<file path="config.mk">
export PLATFORM = sky130hd
export DESIGN_NAME = pwr_xition_seq
export DESIGN_NICKNAME = d
export VERILOG_FILES = /design/src/rtl/pxs_pkg.sv /design/src/rtl/pxs_sub_div.sv /design/src/rtl/pxs_tgt_tick.sv /design/src/rtl/pxs_seq_fsm.sv /design/src/rtl/pxs_standby.sv /design/src/rtl/pwr_xition_seq.sv
export SDC_FILE = /design/constraint.sdc
export NUM_CORES = 1
export LEC_CHECK = 0
export BUFFER_PORTS_ARGS = -buffer_cell sky130_fd_sc_hd__buf_2
export CORE_UTILIZATION = 31
export CTS_CLUSTER_DIAMETER = 60
export DETAILED_ROUTE_END_ITERATION = 8
export SYNTH_ARGS = -nofsm -noshare
export SYNTH_HDL_FRONTEND = slang
export SYNTH_SLANG_ARGS = --single-unit
export TNS_END_PERCENT = 100
</file>
<file path="constraint.sdc">
create_clock -name clk -period 1.95 [get_ports clk]
set_clock_uncertainty 0.15 [all_clocks]
set_input_delay 0.585 -clock clk [delete_from_list [all_inputs] [get_ports clk]]
set_output_delay 0.585 -clock clk [all_outputs]
set_load 0.05 [all_outputs]
</file>
<file path="src/rtl/pxs_pkg.sv">
package pxs_pkg;

    typedef enum logic [2:0] {
        ST_IDLE   = 3'd0,
        ST_SUB    = 3'd1,
        ST_SWITCH = 3'd2,
        ST_SETTLE = 3'd3,
        ST_EXC    = 3'd4,
        ST_ACTIVE = 3'd5
    } seq_state_e;

    typedef enum logic [1:0] {
        SRC_SUB   = 2'b00,
        SRC_OSC   = 2'b01,
        SRC_ROSC2 = 2'b10
    } clk_src_e;

    typedef struct packed {
        logic       tgt_rosc;
        logic       sub_div4;
        logic [2:0] settle_code;
    } seq_cfg_t;

    localparam int CFG_W        = $bits(seq_cfg_t);
    localparam int MAX_CODE_EXP = 5;

    function automatic int unsigned settle_exp(input logic [2:0] code);
        if (code > 3'(MAX_CODE_EXP))
            return MAX_CODE_EXP;
        return int'(code);
    endfunction

    function automatic int unsigned settle_len(input logic [2:0] code,
                                               input int unsigned min_log2);
        return 32'd1 << (min_log2 + settle_exp(code));
    endfunction

endpackage

</file>
<file path="src/rtl/pxs_sub_div.sv">
module pxs_sub_div (
    input  logic clk,
    input  logic rst,
    input  logic clr,
    input  logic watch_tick,
    input  logic div4,
    output logic sub_tick
);
    logic [2:0] cnt_q;
    logic [2:0] last;

    assign last     = div4 ? 3'd3 : 3'd7;
    assign sub_tick = !clr && watch_tick && (cnt_q == last);

    always_ff @(posedge clk) begin
        if (rst || clr)
            cnt_q <= '0;
        else if (watch_tick)
            cnt_q <= (cnt_q == last) ? 3'd0 : cnt_q + 3'd1;
    end
endmodule

</file>
<file path="src/rtl/pxs_tgt_tick.sv">
module pxs_tgt_tick (
    input  logic clk,
    input  logic rst,
    input  logic clr,
    input  logic sel_rosc,
    input  logic osc_tick,
    input  logic rosc_tick,
    output logic new_tick
);
    logic half_q;

    always_comb begin
        if (clr)
            new_tick = 1'b0;
        else if (sel_rosc)
            new_tick = rosc_tick && half_q;
        else
            new_tick = osc_tick;
    end

    always_ff @(posedge clk) begin
        if (rst || clr)
            half_q <= 1'b0;
        else if (sel_rosc && rosc_tick)
            half_q <= !half_q;
    end
endmodule

</file>
<file path="src/rtl/pxs_seq_fsm.sv">
module pxs_seq_fsm
    import pxs_pkg::*;
#(
    parameter int SETTLE_MIN_LOG2 = 10,
    parameter int SUB_CYCLES      = 3,
    parameter int EXC_CYCLES      = 16
) (
    input  logic       clk,
    input  logic       rst,
    input  logic       sleep_req,
    input  logic       sub_tick,
    input  logic       new_tick,
    input  seq_cfg_t   cfg,
    output seq_state_e state,
    output logic       busy,
    output logic       done,
    output logic [1:0] clk_src,
    output logic       sub_clr,
    output logic       tgt_clr
);
    localparam int CNT_W = SETTLE_MIN_LOG2 + MAX_CODE_EXP + 1;
    localparam logic [CNT_W-1:0] SUB_LAST = CNT_W'(SUB_CYCLES - 1);
    localparam logic [CNT_W-1:0] EXC_LAST = CNT_W'(EXC_CYCLES - 1);

    seq_state_e      state_q, state_d;
    logic [CNT_W-1:0] cnt_q, cnt_d;
    clk_src_e        src_q, src_d;
    logic            done_q, done_d;
    logic [CNT_W-1:0] settle_last;

    assign settle_last =
        CNT_W'(settle_len(cfg.settle_code, SETTLE_MIN_LOG2) - 32'd1);

    always_comb begin
        state_d = state_q;
        cnt_d   = cnt_q;
        src_d   = src_q;
        done_d  = 1'b0;
        unique case (state_q)
            ST_IDLE: begin
                cnt_d = '0;
                if (sleep_req)
                    state_d = ST_SUB;
            end
            ST_SUB: begin
                if (sub_tick) begin
                    if (cnt_q == SUB_LAST) begin
                        cnt_d   = '0;
                        state_d = ST_SWITCH;
                        src_d   = cfg.tgt_rosc ? SRC_ROSC2 : SRC_OSC;
                    end else begin
                        cnt_d = cnt_q + 1'b1;
                    end
                end
            end
            ST_SWITCH: begin
                cnt_d   = '0;
                state_d = ST_SETTLE;
            end
            ST_SETTLE: begin
                if (new_tick) begin
                    if (cnt_q == settle_last) begin
                        cnt_d   = '0;
                        state_d = ST_EXC;
                    end else begin
                        cnt_d = cnt_q + 1'b1;
                    end
                end
            end
            ST_EXC: begin
                if (new_tick) begin
                    if (cnt_q == EXC_LAST) begin
                        cnt_d   = '0;
                        state_d = ST_ACTIVE;
                        done_d  = 1'b1;
                    end else begin
                        cnt_d = cnt_q + 1'b1;
                    end
                end
            end
            ST_ACTIVE: begin
                cnt_d = '0;
            end
            default: begin
                state_d = ST_IDLE;
                cnt_d   = '0;
            end
        endcase
    end

    always_ff @(posedge clk) begin
        if (rst) begin
            state_q <= ST_IDLE;
            cnt_q   <= '0;
            src_q   <= SRC_SUB;
            done_q  <= 1'b0;
        end else begin
            state_q <= state_d;
            cnt_q   <= cnt_d;
            src_q   <= src_d;
            done_q  <= done_d;
        end
    end

    assign state   = state_q;
    assign busy    = (state_q == ST_SUB) || (state_q == ST_SWITCH) ||
                     (state_q == ST_SETTLE) || (state_q == ST_EXC);
    assign done    = done_q;
    assign clk_src = src_q;
    assign sub_clr = (state_q != ST_SUB);
    assign tgt_clr = (state_q != ST_SETTLE) && (state_q != ST_EXC);
endmodule

</file>
<file path="src/rtl/pxs_standby.sv">
module pxs_standby #(
    parameter int N_MOD = 8
) (
    input  logic             clk,
    input  logic             rst,
    input  logic             we,
    input  logic [N_MOD-1:0] wdata,
    output logic [N_MOD-1:0] clk_en
);
    for (genvar i = 0; i < N_MOD; i++) begin : g_mod
        logic stop_q;
        always_ff @(posedge clk) begin
            if (rst)
                stop_q <= 1'b0;
            else if (we)
                stop_q <= wdata[i];
        end
        assign clk_en[i] = !stop_q;
    end
endmodule

</file>
<file path="src/rtl/pwr_xition_seq.sv">
module pwr_xition_seq
    import pxs_pkg::*;
#(
    parameter int N_MOD           = 8,
    parameter int SETTLE_MIN_LOG2 = 10,
    parameter int SUB_CYCLES      = 3,
    parameter int EXC_CYCLES      = 16
) (
    input  logic                 clk,
    input  logic                 rst,
    input  logic                 watch_tick,
    input  logic                 osc_tick,
    input  logic                 rosc_tick,
    input  logic                 sleep_req,
    input  logic                 cfg_we,
    input  logic [CFG_W-1:0]     cfg_wdata,
    input  logic                 mstby_we,
    input  logic [N_MOD-1:0]     mstby_wdata,
    output logic                 busy,
    output logic                 done,
    output logic [1:0]           clk_src,
    output logic [N_MOD-1:0]     mod_clk_en
);
    seq_cfg_t   cfg_q;
    seq_state_e state;
    logic       sub_tick, new_tick, sub_clr, tgt_clr;

    always_ff @(posedge clk) begin
        if (rst)
            cfg_q <= '0;
        else if (cfg_we && !busy)
            cfg_q <= seq_cfg_t'(cfg_wdata);
    end

    pxs_sub_div u_sub_div (
        .clk        (clk),
        .rst        (rst),
        .clr        (sub_clr),
        .watch_tick (watch_tick),
        .div4       (cfg_q.sub_div4),
        .sub_tick   (sub_tick)
    );

    pxs_tgt_tick u_tgt_tick (
        .clk       (clk),
        .rst       (rst),
        .clr       (tgt_clr),
        .sel_rosc  (cfg_q.tgt_rosc),
        .osc_tick  (osc_tick),
        .rosc_tick (rosc_tick),
        .new_tick  (new_tick)
    );

    pxs_seq_fsm #(
        .SETTLE_MIN_LOG2 (SETTLE_MIN_LOG2),
        .SUB_CYCLES      (SUB_CYCLES),
        .EXC_CYCLES      (EXC_CYCLES)
    ) u_fsm (
        .clk       (clk),
        .rst       (rst),
        .sleep_req (sleep_req),
        .sub_tick  (sub_tick),
        .new_tick  (new_tick),
        .cfg       (cfg_q),
        .state     (state),
        .busy      (busy),
        .done      (done),
        .clk_src   (clk_src),
        .sub_clr   (sub_clr),
        .tgt_clr   (tgt_clr)
    );

    pxs_standby #(.N_MOD(N_MOD)) u_standby (
        .clk    (clk),
        .rst    (rst),
        .we     (mstby_we),
        .wdata  (mstby_wdata),
        .clk_en (mod_clk_en)
    );

    logic unused_state;
    assign unused_state = ^state;
endmodule

</file>
# == Yosys cells after proc, flatten, opt, wreduce, memory -nomap -nowiden ==
# Index checks and enable logic that the tools add are counted.
# word_totals
regBits,39
in_bits,21
elab_cells,96
# classes
n_addsub,4
order_cmp,1
n_eq_ne,19
shift,1
mux,24
bitwise,3
reduce_logical,27
# op_table
operator,n
2-to-1 mux 16 bit,6
case mux 16 bit (3 select lines),1
2-to-1 mux 3 bit,11
"left shift 1 x 32 -> 16 bit, first input constant",1
case mux 3 bit (6 select lines),1
"adder 16 x 1 -> 16 bit, second input constant",1
== test 16 bit,1
"== test 16 x 2 -> 1 bit, second input constant",1
"== test 16 x 4 -> 1 bit, second input constant",1
"subtractor 16 x 1 -> 16 bit, second input constant",1
zero test 1 bit,11
"!= test 2 bit, second input constant",4
AND reduction 8 bit,1
"== test 3 x 2 -> 1 bit, second input constant",2
"== test 3 bit, second input constant",2
logical AND 1 bit,6
"!= test 2 x 1 -> 1 bit, second input constant",3
AND reduction 3 bit,2
"adder 4 x 3 -> 5 bit, first input constant",1
logical OR 1 bit,5
2-to-1 mux 1 bit,4
"adder 3 x 1 -> 3 bit, second input constant",1
"== test 3 x 1 -> 1 bit, second input constant",1
== test 3 bit,1
8 further kinds,10

# == Depth between registers and ports, before layout ==
# logic_depth
depth_word,10
depth_mapped,8
depth_no_buf,7

# == Hierarchy ==
# From an unflattened synthesis, not the netlist that was laid out.
# unflattened
cells_unflattened,266
hier_area_um2,2274.7
# by_module_without_submodules
mod,instances,cells_each,area_each_um2
pxs_seq_fsm,1,187,1501.4
pxs_standby,1,34,315.3
pwr_xition_seq,1,21,226.5
pxs_sub_div,1,17,165.2
pxs_tgt_tick,1,7,66.3

# == Least setup slack after synthesis ==
# No wires, ideal clock.
# synth_path
kind,register -> register
startpoint,reg u_fsm.state_q[1] (netlist: u_fsm.state[1])
endpoint,reg cfg_q[2] (netlist name)
t_arrival_ns,2.183
slack_ns,-0.510
stages_incl_launch_ff,8
cell_sequence,dfxtp_1 -> clkbuf_1 -> nor2_1 -> xnor2_1 -> nand2b_1 -> clkbuf_1 -> mux2i_1 -> nor2_1
# synth_between
elab_chain_len,6
word_cells_on_any_way,9
cone_classes,eq/ne: 4; reduce/logical: 5
# synth_lines
item,line,rtl
start: declaration,pxs_seq_fsm.sv:25,"seq_state_e state_q, state_d;"
start signal: assignment,pxs_seq_fsm.sv:98,state_q <= state_d;
== test 3 x 1 -> 1 bit / == test 3 x 2 -> 1 bit (equally long branches),pxs_seq_fsm.sv:106,assign busy = (state_q == ST_SUB) || (state_q == ST_SWITCH) ||
logical OR 1 bit (2 in a row),pxs_seq_fsm.sv:106,
logical OR 1 bit *,pxs_seq_fsm.sv:107,(state_q == ST_SETTLE) || (state_q == ST_EXC);
named net busy,pwr_xition_seq.sv:19,"output logic busy,"
zero test 1 bit *,pwr_xition_seq.sv:31,else if (cfg_we && !busy)
logical AND 1 bit *,pwr_xition_seq.sv:31,
end signal: assignment,pwr_xition_seq.sv:32,cfg_q <= seq_cfg_t'(cfg_wdata);
end: declaration,pwr_xition_seq.sv:24,seq_cfg_t cfg_q;
# Mark *: on every way through the listed nets, which the timed path passes. The rest lies on a longest branch.
# A chain may end at the register's enable or synchronous reset.

# == Worst setup path in the final report ==
# layout_path
startpoint,reg u_fsm.cnt_q[8]
endpoint,reg u_fsm.state_q[1] (netlist: u_fsm.state[1])
# layout_between
elab_chain_len,3
word_cells_on_any_way,7
cone_classes,eq/ne: 6; reduce/logical: 1
# layout_lines
item,line,rtl
start: declaration,pxs_seq_fsm.sv:26,"logic [CNT_W-1:0] cnt_q, cnt_d;"
start signal: assignment,pxs_seq_fsm.sv:99,cnt_q <= cnt_d;
== test 16 x 2 -> 1 bit (tied with other cells),pxs_seq_fsm.sv:47,if (cnt_q == SUB_LAST) begin
!= test 2 x 1 -> 1 bit (no source line),n/a,
AND reduction 8 bit (no source line) *,n/a,
# Mark *: on every way between the ends. The rest lies on a longest branch, timed or not.

==> results.toml <==
[sta]
finalSetupViolCount = 17
slew_headroom_pct = 75.89
rsz0062_at_grt = "true"
post-route-period-util_pct = 104.5
slew_violations = 0
tns_ps = -559.0
finalCriticalPeriod_ps = 2038
worstMarginPinSlew_ps = 356.8
hold_viol_final = 0
worst_slack_ps = -88.00
max_freq_ghz = 0.4907

[clock_network]
cts_num_sinks = 39
cts_made_buffers = 5
htree_levels = 2
cts_root_buf = "clkbuf_8"
cts_tree = "built"
clk_latency_ps = 300
cts.path.max_buffers = 2
clkTransAtPathRegs_ps = 80

[layout]
antenna_cells = 0
syn_to_final_growth_pct = 53.56
stdcell_count = 460
fin_nets = 387
fin_area_um2 = 3343
drive_gt1_share_pct = 46.98
fillerInstances = 628
final_core_util_pct = 49.21

[synth]
synth_fp_nets = 289
synth_area_um2 = 2177
yosysSeqAreaShare_pct = 35.86
synth_top_area_share_pct = 35.86
synth_area_leaders = "dfxtp_1, mux2i_1, nor2_1"
ys_types = 53
synth_edf_count = 0
ys.flop_type = "dfxtp_1"
ys_ff_latch = 39
synth_largest_area_cell = "dfxtp_1"
yosysWarnings = 0
syn_area_per_cell_um2 = 8.215
syn-instance-count = 265
async_flop_share_pct = 0

[power]
power_w = 0.001842
power.density_nw_per_um2 = 551.0
ir_drop_mv = 0.3973
p_leak_nw = 1.383

[critical_path]
crit_top_cell = "buf_4"
cp_slowest_stage_delay_ps = 350
path_max_fanout = 4
cpMaxStageDelayCell = "dfxtp_2"
critical_path_required_ps = 1980
crit_path_cell_trace = "nor4_4 > nand4b_1 > nand2_1 > o211ai_1 > buf_4 > buf_4 > o31ai_4 > a21oi_1"
reg2reg_slack_ps = -90
criticalPathCategory = "reg2reg"
worstSetupEndpointType = "register"
cp_top_family = "simple AND/OR/NAND/NOR gates"
critPathLaunchType = "register"
cp.arrival_ps = 2070
crit_buf_inv = 2

[die]
die_area_um2 = 7362
die_y_um = 85.80
ios = 33
die_x_um = 85.80
start_util_pct = 32.04
fp-row-count = 30
coreArea_um2 = 6794

[status]
status = "finished, violations left"
violations = "setup timing"

[drt]
vias = 2267
drt_iter0_markers = 104
first_pass_iters = 4
via_per_inst = 4.928
wl_per_cell_um = 13.33
totalWireLength_um = 6131
drc_errors = 0
ant_nets = 0

[placed_design]
placedCellCount = 438
portBuffers = 32
place.gp.congestion = 0.8487
dp_hpwl_um = 4329
dpl_cell_area_um2 = 2869

[global_route]
first_global_vias = 2213
overflow = 0
grt_max_degree = 15
grt_pass1_wl_um = 10200
gr-usage-all-layers_pct = 17.45
antenna_found_initial = 0

[worst_hold_path]
min_path_type = "reg2reg"

[flow_run]
maxCapViolCount = 0
==> flip-flops by register name, indices dropped and copies added (netlist names) <==
name	flops
u_sub_div.cnt_q	3
u_fsm.cnt_q	16
cfg_q	5
u_tgt_tick.half_q	1
u_fsm.clk_src	2
u_fsm.state	3
u_fsm.done	1
u_standby.g_mod.stop_q	8
==> metal layers <==
| metal | share of wire, % | GRT usage [%] | vias up |
|---|---|---|---|
| li1 | - | - | 1154 |
| met1 | 46 | 22.14 | 1043 |
| met2 | 48 | 30.33 | 65 |
| met3 | 5.6 | 3.369 | 5 |
| met4 | 1.0 | 4.545 | 0 |
| met5 | 0 | 0 | - |
==> timing repair <==
action                     in CTS  in global routing
setup endpoints to repair      21                 23
buffers inserted               14                  2
pin swaps                      19                 12
resized for setup              56                 25
hold buffers                    0                  0
gates cloned                    0                  0
==> area by class of cell <==
| cell class | instances | area, um2 | share of cell area (%) |
|---|---|---|---|
| Clock buffer | 5 | 68.82 | 2.058 |
| Clock inverter | 3 | 23.77 | 0.7111 |
| Inverter | 14 | 52.55 | 1.572 |
| Multi-Input combinational cell | 196 | 1510 | 45.17 |
| Sequential cell | 39 | 804.5 | 24.06 |
| Tap cell | 96 | 120.1 | 3.593 |
| Timing Repair Buffer | 107 | 763.2 | 22.83 |
==> power breakdown <==
group / internal [W] / total (W) / switching (W)
logic: 0.000185 / 0.000413 / 0.000228
clock network: 0.000256 / 0.000580 / 0.000324
registers: 0.000823 / 0.000849 / 0.0000255
total: 0.00126 / 0.00184 / 0.000578
==> tightest hold or removal path, delay by kind of cell, from the launching register on <==
| kind | cells | cell delay (ps) |
|---|---|---|
| DFF | 1 | 330 |
| muxes | 1 | 70 |
| and+or+nand+nor | 1 | 70 |
==> kinds of logic (layout without fill, tap and decap cells) <==
family | count (synthesis) | after routing | synth area share (%)
simple gates | 120 | 120 | 30.17
compound gates | 49 | 49 | 15.17
flops | 39 | 39 | 35.86
buf+inv | 30 | 129 | 6.265
mux | 19 | 19 | 8.793
xor+xnor | 5 | 5 | 2.011
fa+ha+maj | 3 | 3 | 1.724
==> cells in the final DEF (no fill, tap or decap), types with 3 or more instances in the layout <==
cell | synthesis | layout
nand2_1 | 20 | 18
dfxtp_1 | 39 | 22
and2_1 | 4 | 4
or4b_1 | 3 | 3
and3_1 | 7 | 5
nand3_1 | 10 | 7
clkbuf_8 | 0 | 5
buf_4 | 1 | 66
nor2_4 | 0 | 3
inv_1 | 14 | 14
mux2i_1 | 18 | 18
nor4b_1 | 7 | 6
xnor2_1 | 4 | 3
nor2_1 | 37 | 33
a21oi_1 | 12 | 12
dfxtp_2 | 0 | 16
buf_6 | 2 | 10
nand2b_1 | 7 | 6
nor4_1 | 6 | 3
buf_2 | 4 | 31
o21ai_1 | 2 | 9
o21ai_2 | 1 | 3
o21ai_0 | 13 | 3
==> cell usage after synthesis, types with 3 or more instances <==
cell / number
and3_1: 7
nor2b_1: 3
xnor2_1: 4
dfxtp_1: 39
nand2_1: 20
nor4b_1: 7
mux2i_1: 18
and2_1: 4
nand3_1: 10
o21ai_0: 13
nor2_1: 37
or4b_1: 3
nand2b_1: 7
a21oi_1: 12
inv_1: 14
buf_2: 4
o31ai_1: 3
clkbuf_1: 7
nor4_1: 6
ha_1: 3
==> metrics by stage <==
stage | setup WS [ps] | hold slack [ps]
2_1_floorplan | 5.410 | 310.4
3_3_place_gp | -313.3 | 322.9
3_5_place_dp | -261.0 | 333.8
4_1_cts | -48.49 | 360.2
5_1_grt | -210.0 | 376.8
6_report | -88.00 | 356.4
==> worst paths after layout <==
kind | startpoint | endpoint | depth (start not counted)
worst max register to register | u_fsm.cnt_q[8] | u_fsm.state[1] | 8
worst min-delay path | u_standby.g_mod[6].stop_q | u_standby.g_mod[6].stop_q | 2
worst max-delay path | u_fsm.cnt_q[8] | u_fsm.state[1] | 8
worst min register to register | u_standby.g_mod[6].stop_q | u_standby.g_mod[6].stop_q | 2
Power figures use the tool's default switching activity.
